**src/rtl/host_bus_port.sv**
```systemverilog
module host_bus_port #(
  parameter int DW   = 8,
  parameter int COLS = 128,
  localparam int CW  = (COLS > 1) ? $clog2(COLS) : 1
) (
  input  logic          clk,
  input  logic          rst_n,
  input  logic          mode_8080,
  input  logic          cs_n,
  input  logic          dc,
  input  logic          rw_wrn,
  input  logic          en_rdn,
  input  logic [DW-1:0] db_in,
  output logic [DW-1:0] db_out,
  output logic          db_oe,
  input  logic [DW-1:0] status_in,
  output logic          cmd_valid,
  output logic [DW-1:0] cmd_byte,
  input  logic          col_load,
  input  logic [CW-1:0] col_load_val,
  output logic          ram_we,
  output logic          ram_re,
  output logic [CW-1:0] ram_addr,
  output logic [DW-1:0] ram_wdata,
  input  logic [DW-1:0] ram_rdata
);

  logic          s_cs_n, s_dc, s_rw, s_en;
  logic [DW-1:0] s_db;
  logic          wr_q, rd_q, wr_dc, rd_dc, fill_q;
  logic [DW-1:0] wr_byte, pipe;
  logic [CW-1:0] col;

  always_ff @(posedge clk or negedge rst_n) begin
    if (!rst_n) begin
      s_cs_n <= 1'b1;
      s_dc   <= 1'b0;
      s_rw   <= 1'b0;
      s_en   <= 1'b0;
      s_db   <= '0;
    end else begin
      s_cs_n <= cs_n;
      s_dc   <= dc;
      s_rw   <= rw_wrn;
      s_en   <= en_rdn;
      s_db   <= db_in;
    end
  end

  wire wr_act   = !s_cs_n && (mode_8080 ? !s_rw : (s_en && !s_rw));
  wire rd_act   = !s_cs_n && (mode_8080 ? (!s_en && s_rw) : (s_en && s_rw));
  wire wr_trail = wr_q && !wr_act;
  wire rd_lead  = rd_act && !rd_q;
  wire rd_trail = rd_q && !rd_act;

  wire [CW-1:0] col_nxt = (col == CW'(COLS - 1)) ? '0 : col + 1'b1;

  assign cmd_valid = wr_trail && !wr_dc;
  assign cmd_byte  = wr_byte;
  assign ram_we    = wr_trail && wr_dc;
  assign ram_wdata = wr_byte;
  assign ram_re    = rd_trail && rd_dc;
  assign ram_addr  = col;
  assign db_oe     = rd_act;

  always_ff @(posedge clk or negedge rst_n) begin
    if (!rst_n) begin
      wr_q    <= 1'b0;
      rd_q    <= 1'b0;
      wr_dc   <= 1'b0;
      rd_dc   <= 1'b0;
      wr_byte <= '0;
    end else begin
      wr_q <= wr_act;
      rd_q <= rd_act;
      if (wr_act) begin
        wr_byte <= s_db;
        wr_dc   <= s_dc;
      end
      if (rd_lead) rd_dc <= s_dc;
    end
  end

  always_ff @(posedge clk or negedge rst_n) begin
    if (!rst_n) col <= '0;
    else if (col_load) col <= col_load_val;
    else if (ram_we || ram_re) col <= col_nxt;
  end

  always_ff @(posedge clk or negedge rst_n) begin
    if (!rst_n) begin
      fill_q <= 1'b0;
      pipe   <= '0;
      db_out <= '0;
    end else begin
      fill_q <= ram_re;
      if (fill_q) pipe <= ram_rdata;
      if (rd_lead) db_out <= s_dc ? (fill_q ? ram_rdata : pipe) : status_in;
    end
  end

endmodule


```
**config.mk**
```make
export PLATFORM = sky130hd
export DESIGN_NAME = host_bus_port
export DESIGN_NICKNAME = d
export VERILOG_FILES = /design/src/rtl/host_bus_port.sv
export SDC_FILE = /design/constraint.sdc
export NUM_CORES = 1
export LEC_CHECK = 0
export ABC_AREA = 0
export BUFFER_PORTS_ARGS = -buffer_cell sky130_fd_sc_hd__buf_2
export CORE_ASPECT_RATIO = 0.9
export CORE_UTILIZATION = 45
export DETAILED_ROUTE_END_ITERATION = 8
export GPL_TIMING_DRIVEN = 0
export HOLD_SLACK_MARGIN = 0.06
export PLACE_DENSITY = 0.78
export SYNTH_ARGS = -nofsm -noshare
export SYNTH_HDL_FRONTEND = slang
export SYNTH_SLANG_ARGS = --single-unit
export TNS_END_PERCENT = 30
```
**constraint.sdc**
```tcl
create_clock -name clk -period 3.4 [get_ports clk]
set_input_delay 0.34 -clock clk [delete_from_list [all_inputs] [get_ports clk]]
set_output_delay 0.34 -clock clk [all_outputs]
set_load 0.03 [all_outputs]
```
==> metrics.txt <==
status=complete, no violations; vias per inst=4.89; Max clock buf depth=2; row count=23; Setup Fix Bufs, Post-CTS=0; worst-margin pin slew=1030 ps; Metal-1 WL=1710 µm; total die area=4930 µm²; number of max-cap violations=0; post-route setup slack=1440 ps; sequential-to-total area share from yosys stat=57.5%; GP Congestion=0.799; DR top layer=met4; clock insertion delay at the later pin of the skew report=290 ps; TritonCTS Sinks=48; Nets=280; Hold Path End=s_cs_n$_DFF_PN1_; H-tree Lvls=2; Mapped Nets=200; starting density of the core=46.9%; clock network fraction of total power=20.0%; ant diodes=0; global-route wire length before repair=6700 µm; Worst Clk Skew=5.27 ps; GRT Total Usage=18.1%; share of Yosys cell area claimed by the top area cell type=56.2%; largest net degree at the start of global routing=49; Slew HR=31.2%; Synth area leaders=dfrtp_1 56%, mux2_2 9.7%, mux2i_1 7.7%; Port Buffers=73; hold wc startpoint=cs_n; initial antenna violation count=0; Peak Freq=0.509 GHz; Area Overhead vs Synth=25.4%; wire length per cell=13.1 µm; Die Span X=73.9 µm; classification of the worst-slack hold path=in -> reg; initial DRC count=55; Antenna Violating Nets Remaining=0; die height=66.7 µm; CP arrival=1620 ps; worst-path maximum fanout=10; Tmin final=1960 ps; # DRC=0; Setup crit end kind=primary output; final setup fails=0; Leakage=1.27 nW; VDD IR-drop max=0.358 mV; GRT overflow=0; RSZ-0062 raised after global routing=false; Synth cell types=35; Yosys top cell by area=dfrtp_1; Final Max Tran Viols=0; metal2 WL=1980 µm; startpoint types=register; #FFs+latches synth=48; Hold Path Depth=1; wire length on met3=206 µm; Syn Area/Cell=13.1 µm²; FF-to-FF setup slack=1850 ps; CTS tree=done; Switch Pwr=590 µW; # fillers=387; Yosys warnings=0; drt pass-1 iters=4; Total Wirelength=3960 µm; power per cell area=627 nW/µm²; vias in the first global route=1,475; share of post-route cells with drive strength above 1=49.8%; CTS Hold Buffers Added=0; root buffer cell=clkbuf_8; Seq pwr share=46.8%; reg-to-reg endpoint=ram_addr[3]$_DFFE_PN0P_; Clock transition at path regs=90 ps; DP Worst Slack=1660 ps; Switching Fraction=35.9%; Critical Path RT=3060 ps; Syn Inst Count=160; Crit Path Class=reg -> out; Vias=1,483; # IOs=74; cts repair resizes=0; Core ar.=4460 µm²; Fin Setup TNS=0 ps; Pint=1.05 mW; dpl hpwl=2910 µm; Mapped Area=2090 µm²; final hold viol count=0; Gate power share=33.2%; Num CTS Buffers=5; period utilization=57.8%; RR Startpoint=ram_addr[0]$_DFFE_PN0P_; Worst Reg-to-Reg Cells=5
-- worst max-delay path, cell delays in order (launching register included) --
cell and delay (ps):
dfrtp_1 410, nor2_1 230, nor3_1 100, buf_4 190, nor3b_1 180, buf_2 230
-- registers in the layout, summed over array words and instances (netlist names), 7 cells and up --
signal,cells
s_db,8
pipe,8
cmd_byte,8
ram_addr,7
db_out,8
-- metal layers --
| metal | up-vias | GRT usage (%) |
|---|---|---|
| li1 | 711 | - |
| met1 | 719 | 22.0 |
| met2 | 46 | 29.9 |
| met3 | 7 | 5.14 |
| met4 | 0 | 8.17 |
| met5 | - | 0 |
-- power by group through the flow --
stage | Sequential (mW) | Combinational, mW | Clock (mW)
after floorplan | 0.918 | 0.243 | 0
after global placement | 0.778 | 0.537 | 0
after detailed placement | 0.783 | 0.552 | 0
after CTS | 0.771 | 0.553 | 0.346
after global routing | 0.789 | 0.592 | 0.367
final | 0.769 | 0.545 | 0.329
-- stage by stage --
step	hold slack [ps]	std cells	utilization, %	total power [mW]	instance area (µm²)
2_1_floorplan	44.4	160	-	1.16	2090
3_3_place_gp	447	295	56.8	1.32	2530
3_5_place_dp	447	295	56.8	1.34	2530
4_1_cts	121	303	58.8	1.67	2620
5_1_grt	119	303	58.8	1.75	2620
6_report	134	303	58.8	1.64	2620
-- cell type report --
class | count | area (µm²) | area share (%)
Buffer | 14 | 91.3 | 3.48
Multi-Input combinational cell | 88 | 761 | 29.0
Clock inverter | 3 | 18.8 | 0.716
Inverter | 10 | 37.5 | 1.43
Timing Repair Buffer | 73 | 365 | 13.9
Tap cell | 62 | 77.6 | 2.96
Clock buffer | 5 | 68.8 | 2.62
Sequential cell | 48 | 1200 | 45.8
-- cells by family after synthesis --
family | synth area share (%)
AO/OA/AOI/OAI | 7.60
adder cells (fa/ha/maj) | 0.598
AND/OR/NAND/NOR | 10.0
multiplexers | 17.3
buffers and inverters | 6.16
flip-flops | 57.5
XOR/XNOR | 0.778
-- cell usage after synthesis, drive strengths merged --
| library cell | n |
|---|---|
| o21ai | 2 |
| and4 | 1 |
| xnor2 | 1 |
| dfstp | 1 |
| or3 | 2 |
| o221ai | 1 |
| nor2 | 4 |
| o211ai | 6 |
| nor2b | 1 |
| a21oi | 2 |
| nor3 | 3 |
| or2 | 1 |
| o311ai | 1 |
| nand4b | 3 |
| inv | 10 |
| mux2i | 16 |
| mux2 | 18 |
| nand2b | 4 |
| a2111o | 1 |
| clkbuf | 3 |
| a22oi | 3 |
| nor3b | 3 |
| nand3b | 1 |
| buf | 11 |
| nand2 | 8 |
| nand3 | 5 |
| dfrtp | 47 |
| ha | 1 |
-- layout by cell type, fill, tap and decap left out --
| cell type | instances |
|---|---|
| o21ai_1 | 1 |
| dfstp_2 | 1 |
| o311ai_4 | 1 |
| nor2_1 | 3 |
| clkbuf_8 | 5 |
| clkbuf_1 | 3 |
| a22oi_1 | 3 |
| nand4b_1 | 3 |
| buf_4 | 10 |
| inv_2 | 2 |
| o221ai_2 | 1 |
| o211ai_2 | 1 |
| clkinv_4 | 1 |
| nand3b_1 | 1 |
| nand2b_1 | 3 |
| dfrtp_1 | 47 |
| nor3b_1 | 3 |
| mux2_2 | 18 |
| a2111o_1 | 1 |
| ha_1 | 1 |
| mux2i_1 | 16 |
| o211ai_4 | 1 |
| or3_1 | 2 |
| nor2b_1 | 1 |
| and4_1 | 1 |
| o21ai_0 | 1 |
| nor2_4 | 1 |
| o211ai_1 | 4 |
| nand2b_2 | 1 |
| nand2_1 | 8 |
| xnor2_2 | 1 |
| inv_1 | 8 |
| nand3_1 | 5 |
| nor3_1 | 3 |
| a21oi_1 | 2 |
| or2_0 | 1 |
| buf_2 | 74 |
| clkinv_2 | 2 |
-- how the worst max path moves through the flow --
stage           endpoint  slack (ps)  depth (start not counted)      startpoint
2_1_floorplan  cmd_valid        1470                          4  s_en$_DFF_PN0_
3_3_place_gp   cmd_valid        1660                          6       mode_8080
3_5_place_dp   cmd_valid        1660                          6       mode_8080
4_1_cts        cmd_valid        1400                          5  s_en$_DFF_PN0_
5_1_grt        cmd_valid        1280                          5  s_en$_DFF_PN0_
6_report       cmd_valid        1440                          5  s_en$_DFF_PN0_
No activity file was read; power rests on OpenSTA's default activity.
